$ cat config.mk
export PLATFORM = sky130hd
export DESIGN_NAME = burst_read_seq
export DESIGN_NICKNAME = d
export VERILOG_FILES = /design/src/rtl/burst_seq_pkg.sv /design/src/rtl/burst_seq_ctrl.sv /design/src/rtl/burst_seq_datapath.sv /design/src/rtl/burst_read_seq.sv
export SDC_FILE = /design/constraint.sdc
export NUM_CORES = 1
export LEC_CHECK = 0
export BUFFER_PORTS_ARGS = -buffer_cell sky130_fd_sc_hd__buf_2
export CORE_MARGIN = 2
export CORE_UTILIZATION = 25
export CTS_CLUSTER_SIZE = 25
export DETAILED_ROUTE_END_ITERATION = 16
export PLACE_DENSITY = 0.58
export REMOVE_ABC_BUFFERS = 1
export SYNTH_ARGS = -nofsm -noshare
export SYNTH_HDL_FRONTEND = slang
export SYNTH_SLANG_ARGS = --single-unit
$ cat constraint.sdc
create_clock -name clk -period 2.6 [get_ports clk]
set_input_delay 0.26 -clock clk [delete_from_list [all_inputs] [get_ports clk]]
set_output_delay 0.26 -clock clk [all_outputs]
set_load 0.01 [all_outputs]
$ cat src/rtl/burst_seq_pkg.sv
package burst_seq_pkg;
  localparam int WRAP_W = 3;

  typedef enum logic [1:0] {
    LEN_CONT = 2'b00,
    LEN_2    = 2'b01,
    LEN_4    = 2'b10,
    LEN_8    = 2'b11
  } burstLen_e;

  typedef struct packed {
    logic capture;
    logic load;
    logic last;
  } seqStrobe_t;

  function automatic logic [WRAP_W-1:0] windowMask(burstLen_e len);
    case (len)
      LEN_2:   return 3'd1;
      LEN_4:   return 3'd3;
      LEN_8:   return 3'd7;
      default: return 3'd0;
    endcase
  endfunction
endpackage

$ cat src/rtl/burst_seq_ctrl.sv
module burst_seq_ctrl
  import burst_seq_pkg::*;
#(
  parameter int LAT_W   = 3,
  parameter int DEF_LAT = 5
) (
  input  logic                clk,
  input  logic                rstN,
  input  logic                ceN,
  input  logic                advN,
  input  logic                cfgWrite,
  input  logic [1:0]          cfgLen,
  input  logic [LAT_W-1:0]    cfgLatency,
  input  logic                atRowStart,
  output seqStrobe_t          strb,
  output logic [WRAP_W-1:0]   wrapMask,
  output logic                burstActive,
  output logic                contMode
);
  burstLen_e         lenReg, modeReg;
  logic [LAT_W-1:0]  latReg, latCnt, latLoad;
  logic [WRAP_W-1:0] beatCnt;
  logic              firstBeat, stalled, stallNeeded;

  always_comb begin
    latLoad        = (latReg == '0) ? '0 : latReg - 1'b1;
    wrapMask       = windowMask(modeReg);
    contMode       = (modeReg == LEN_CONT);
    strb.capture   = !ceN && !advN;
    stallNeeded    = burstActive && (latCnt == '0) && contMode && !firstBeat &&
                     atRowStart && !stalled;
    strb.load      = burstActive && !ceN && !strb.capture && (latCnt == '0) && !stallNeeded;
    strb.last      = strb.load && !contMode && (beatCnt == wrapMask);
  end

  always_ff @(posedge clk) begin
    if (!rstN) begin
      lenReg      <= LEN_4;
      latReg      <= LAT_W'(DEF_LAT);
      modeReg     <= LEN_CONT;
      burstActive <= 1'b0;
      latCnt      <= '0;
      beatCnt     <= '0;
      firstBeat   <= 1'b0;
      stalled     <= 1'b0;
    end else begin
      if (cfgWrite) begin
        lenReg <= burstLen_e'(cfgLen);
        latReg <= cfgLatency;
      end
      if (ceN) begin
        burstActive <= 1'b0;
        stalled     <= 1'b0;
      end else if (strb.capture) begin
        burstActive <= 1'b1;
        latCnt      <= latLoad;
        beatCnt     <= '0;
        firstBeat   <= 1'b1;
        stalled     <= 1'b0;
        modeReg     <= lenReg;
      end else if (burstActive) begin
        if (latCnt != '0) begin
          latCnt <= latCnt - 1'b1;
        end else if (stallNeeded) begin
          stalled <= 1'b1;
        end else begin
          beatCnt   <= beatCnt + 1'b1;
          firstBeat <= 1'b0;
          stalled   <= 1'b0;
          if (strb.last) burstActive <= 1'b0;
        end
      end
    end
  end

  // a capture arms the latency counter from the stored setting
  a_r3_latency_armed: assert property (@(posedge clk) disable iff (!rstN)
    (!ceN && !advN) |=> (burstActive && latCnt == $past(latLoad)));

  // chip enable high always ends the burst
  a_r10_abort: assert property (@(posedge clk) disable iff (!rstN)
    ceN |=> !burstActive);

  // a row-fetch stall lasts one clock only
  a_r8_stall_single: assert property (@(posedge clk) disable iff (!rstN)
    stalled |=> !stalled);
endmodule

$ cat src/rtl/burst_seq_datapath.sv
module burst_seq_datapath
  import burst_seq_pkg::*;
#(
  parameter int ADDR_W   = 20,
  parameter int DATA_W   = 32,
  parameter int ROW_BITS = 4
) (
  input  logic              clk,
  input  logic              rstN,
  input  seqStrobe_t        strb,
  input  logic [WRAP_W-1:0] wrapMask,
  input  logic [ADDR_W-1:0] addrIn,
  input  logic [DATA_W-1:0] arrayData,
  output logic [ADDR_W-1:0] arrayAddr,
  output logic              atRowStart,
  output logic [DATA_W-1:0] dataReg,
  output logic              validReg,
  output logic              lastReg
);
  logic [ADDR_W-1:0] curAddr, nextAddr, maskWide, bumped;

  always_comb begin
    maskWide   = {{(ADDR_W-WRAP_W){1'b0}}, wrapMask};
    bumped     = curAddr + 1'b1;
    nextAddr   = (curAddr & ~maskWide) | (bumped & maskWide);
    if (wrapMask == '0) nextAddr = bumped;
    arrayAddr  = curAddr;
    atRowStart = (curAddr[ROW_BITS-1:0] == '0);
  end

  always_ff @(posedge clk) begin
    if (!rstN) begin
      curAddr  <= '0;
      dataReg  <= '0;
      validReg <= 1'b0;
      lastReg  <= 1'b0;
    end else begin
      if (strb.capture)   curAddr <= addrIn;
      else if (strb.load) curAddr <= nextAddr;
      dataReg  <= strb.load ? arrayData : '0;
      validReg <= strb.load;
      lastReg  <= strb.last;
    end
  end

  // a finite burst never leaves its aligned window
  a_r5_window: assert property (@(posedge clk) disable iff (!rstN)
    (strb.load && !strb.capture && wrapMask != '0) |=>
      ((curAddr & ~$past(maskWide)) == ($past(curAddr) & ~$past(maskWide))));
endmodule

$ cat src/rtl/burst_read_seq.sv
module burst_read_seq
  import burst_seq_pkg::*;
#(
  parameter int ADDR_W   = 20,
  parameter int DATA_W   = 32,
  parameter int LAT_W    = 3,
  parameter int DEF_LAT  = 5,
  parameter int ROW_WORDS = 16
) (
  input  logic              clk,
  input  logic              rstN,
  input  logic              cfgWrite,
  input  logic [1:0]        cfgLen,
  input  logic [LAT_W-1:0]  cfgLatency,
  input  logic              ceN,
  input  logic              oeN,
  input  logic              advN,
  input  logic [ADDR_W-1:0] addrIn,
  output logic [ADDR_W-1:0] arrayAddr,
  input  logic [DATA_W-1:0] arrayData,
  output logic [DATA_W-1:0] dataOut,
  output logic              endOfBurstN,
  output logic              waitN
);
  localparam int ROW_BITS = $clog2(ROW_WORDS);

  seqStrobe_t        strb;
  logic [WRAP_W-1:0] wrapMask;
  logic              burstActive, contMode, atRowStart;
  logic [DATA_W-1:0] dataReg;
  logic              validReg, lastReg, outEnabled;

  burst_seq_ctrl #(.LAT_W(LAT_W), .DEF_LAT(DEF_LAT)) u_ctrl (
    .clk(clk), .rstN(rstN), .ceN(ceN), .advN(advN), .cfgWrite(cfgWrite),
    .cfgLen(cfgLen), .cfgLatency(cfgLatency), .atRowStart(atRowStart),
    .strb(strb), .wrapMask(wrapMask), .burstActive(burstActive), .contMode(contMode)
  );

  burst_seq_datapath #(.ADDR_W(ADDR_W), .DATA_W(DATA_W), .ROW_BITS(ROW_BITS)) u_dp (
    .clk(clk), .rstN(rstN), .strb(strb), .wrapMask(wrapMask), .addrIn(addrIn),
    .arrayData(arrayData), .arrayAddr(arrayAddr), .atRowStart(atRowStart),
    .dataReg(dataReg), .validReg(validReg), .lastReg(lastReg)
  );

  always_comb begin
    outEnabled  = !ceN && !oeN;
    dataOut     = outEnabled ? dataReg : '0;
    endOfBurstN = !(outEnabled && lastReg);
    waitN       = !(outEnabled && burstActive && contMode && !validReg);
  end

  // the end-of-burst flag marks a single beat
  a_r6_last_single: assert property (@(posedge clk) disable iff (!rstN)
    !endOfBurstN |=> endOfBurstN);
endmodule

==> flow_summary.ini <==
[power]
p_sw_uw = 608
pwr-share-seq = 0.422
switching_share = 0.227
leakage_nw = 1.97
vdd_drop_max_mv = 0.299
p_per_area_nw_per_um2 = 612
power_mw = 2.68
clkPwrFrac = 0.487
combPwrFrac = 0.091
p_int_mw = 2.07

[clock_network]
cts_buffers = 9
cts_root_buffer = clkbuf_16
clockBufferDepth = 2
cts_resized = 0
cts_hold_buf = 0
clk_pin_slew_worst_paths_ns = 0.06
cts_sinks = 70
clk_latency_ns = 0.33
tritoncts = built
htreeDepth = 3
cts_setup_buffers = 0

[setup_path]
path_depth = 7
cp_top_family = simple AND/OR/NAND/NOR gates
startpoint_type = flip-flop
crit_type = reg2reg
timing.rr.start = u_dp.arrayAddr[0]$_SDFFE_PN0P_
required_ns = 2.78
crit_end = u_dp.arrayAddr[10]$_SDFFE_PN0P_
cp_num_buf_inv = 1
crit_path_end_kind = flip-flop
path_max_fanout = 14
cpMostUsedCell = nand2_1
rr_endpoint = u_dp.arrayAddr[10]$_SDFFE_PN0P_
critPathSlowestCell = or4b_4
cp-startpoint = u_dp.arrayAddr[0]$_SDFFE_PN0P_
path_cells = inv_1, ha_1, or4b_4, o211ai_1, nand2_1, nand2_1, o32ai_1
r2r_slack_ns = 0.31
reg2regPathDepth = 7
cp.arrival_ns = 2.48
worst_path_largest_cell_delay_ns = 0.49

[job]
drv_cap = 0

[global_routing]
gr-total-overflow = 0
met3_usage = 0.0388
busiest_layer = met2
grtUsageMet1 = 0.171
grt_max_degree = 35
grt_pass1_wl_um = 15000
grt_pass1_vias = 2943
met2_usage = 0.205
antenna_found_initial = 0
grt_util_all_layers = 0.132

[floorplanning]
num_rows = 42
die_area_um2 = 14200
start_util = 0.253
dieHeight_um = 119
coreArea_um2 = 13100
fp.dieW_um = 119
boundaryPins = 117

[synth]
ys_ff_latch = 70
ys_seq_area_frac = 0.422
netlist_area_um2 = 3320
yosysWarnings = 0
ys_types = 57
async_flop_share = 0
synthCells = 375
ys.flop_type = dfxtp_1
synth-edff-count = 0
syn_area_per_cell_um2 = 8.87

[cells_and_area]
ff_latch_area_um2 = 1400
area_delta_synth_final_pct = 31.7
multi_input_area_um2 = 1780
nets = 559
drive_above_1_share = 0.356
final_common_cell = buf_2
antenna_cells = 0
fill_cells = 1382
final_cell_mix = buf_2 (116), dfxtp_1 (70), and2_1 (38)

[drt]
drc = 0
wl_per_cell_um = 13.9
drtAntennaViolNets = 0
via_per_inst = 4.57
drt-pass1-iter-count = 4
vias = 3065
drt_first_iter_violations = 306
drt_wl_total_um = 9320

[timing]
slew_viol_final = 0
fin_crit_sh = 0.882
period_needed_ns = 2.29
slew_headroom = 0.443
rsz0062_at_grt = false
timing.fmax_mhz = 436
worstMarginPinSlew_ns = 0.835
tns_ns = 0
hold_viol = 0
whs_ns = 0.133
fin_worst_skew_ns = 0.0102
setup_viol = 0

[placed_design]
globalplace.congestion = 0.828
hpwl_um = 6830
portBuffers = 116

[hold_path]
hp-class = in2reg
hold_depth = 2

[run_status]
status = completed
[worst min-delay path by stage]
stage,startpoint,endpoint
2_1_floorplan,rstN,u_ctrl.latReg[0]$_SDFFE_PN1P_
3_3_place_gp,u_ctrl.lenReg[0]$_SDFFE_PN0P_,u_ctrl.modeReg[0]$_SDFFE_PN0P_
3_5_place_dp,u_ctrl.lenReg[0]$_SDFFE_PN0P_,u_ctrl.modeReg[0]$_SDFFE_PN0P_
4_1_cts,arrayData[4],u_dp.dataReg[4]$_SDFF_PN0_
5_1_grt,arrayData[3],u_dp.dataReg[3]$_SDFF_PN0_
6_report,arrayData[4],u_dp.dataReg[4]$_SDFF_PN0_
[state kept, by name, indices dropped and copies added (netlist names), named ones only]
register            count
u_ctrl.beatCnt          3
u_ctrl.burstActive      1
u_ctrl.firstBeat        1
u_ctrl.latCnt           3
u_ctrl.latReg           3
u_ctrl.lenReg           2
u_ctrl.modeReg          2
u_ctrl.stalled          1
u_dp.arrayAddr         18
u_dp.dataReg           32
u_dp.lastReg            1
u_dp.validReg           1
[Yosys cell counts, drive strengths merged (2+ instances only)]
master  instances  area (µm²)
dfxtp          70        1400
and2           67         487
nand2          34         128
nor2           31         116
a21oi          22         114
o21ai          19        95.1
clkbuf         12        45.0
inv            10        37.5
and3            9        62.6
buf             7        62.6
ha              7        87.6
nand3           7        35.0
a31oi           6        37.5
mux2i           6        60.1
nor3            6        30.0
a211oi          5        37.5
nand4           5        31.3
o211ai          5        37.5
o31ai           5        37.5
xnor2           4        35.0
a32oi           3        26.3
and4            3        27.5
xor2            3        26.3
a221oi          2        23.8
nor3b           2        15.0
nor4            2        12.5
nor4b           2        17.5
o22a            2        17.5
o31a            2        26.3
or2             2        12.5
[cells by family after synthesis]
| group | share of synthesized area |
|---|---|
| xor+xnor | 0.0184 |
| fa+ha+maj | 0.0263 |
| mux | 0.0181 |
| simple gates | 0.313 |
| compound gates | 0.159 |
| buf+inv | 0.0437 |
| flops | 0.422 |
[routing by layer]
metal / vias up / part of all wire / routed length (µm)
met5: - / 0 / 0
met4: 0 / 0.018 / 172
met3: 13 / 0.093 / 866
met2: 137 / 0.44 / 4060
met1: 1373 / 0.45 / 4220
li1: 1542 / - / -
[stage by stage]
| stage | instance area (µm²) | util | cells | setup WS (ns) |
|---|---|---|---|---|
| 6_report | 4380 | 0.333 | 670 | 0.306 |
| 5_1_grt | 4380 | 0.333 | 670 | 0.133 |
| 4_1_cts | 4380 | 0.333 | 670 | 0.315 |
| 3_5_place_dp | 4060 | 0.309 | 654 | 0.317 |
| 3_3_place_gp | 4060 | 0.309 | 654 | 0.411 |
| 2_1_floorplan | 3220 | - | 356 | 0.578 |
[power by group through the flow]
stage	sequential, mW	combinational [mW]	clock (mW)
global route	1.14	0.275	1.39
finish	1.13	0.244	1.30
floorplan	1.15	0.126	0
CTS	1.13	0.247	1.34
detailed placement	1.15	0.245	0
global placement	1.15	0.242	0
[cell type report]
class,count,share of cell area
Clock buffer,12,0.0563
Clock inverter,4,0.0160
Inverter,10,0.00857
Sequential cell,70,0.320
Multi-Input combinational cell,276,0.406
Tap cell,176,0.0503
Timing Repair Buffer,122,0.143
[worst register-to-register path, cell delays in order (launching register included)]
cell and delay (ns):
dfxtp_1 0.38, inv_1 0.09, ha_1 0.13, or4b_4 0.49, o211ai_1 0.28, nand2_1 0.38, nand2_1 0.30, o32ai_1 0.11
Power figures use the tool's default switching activity.
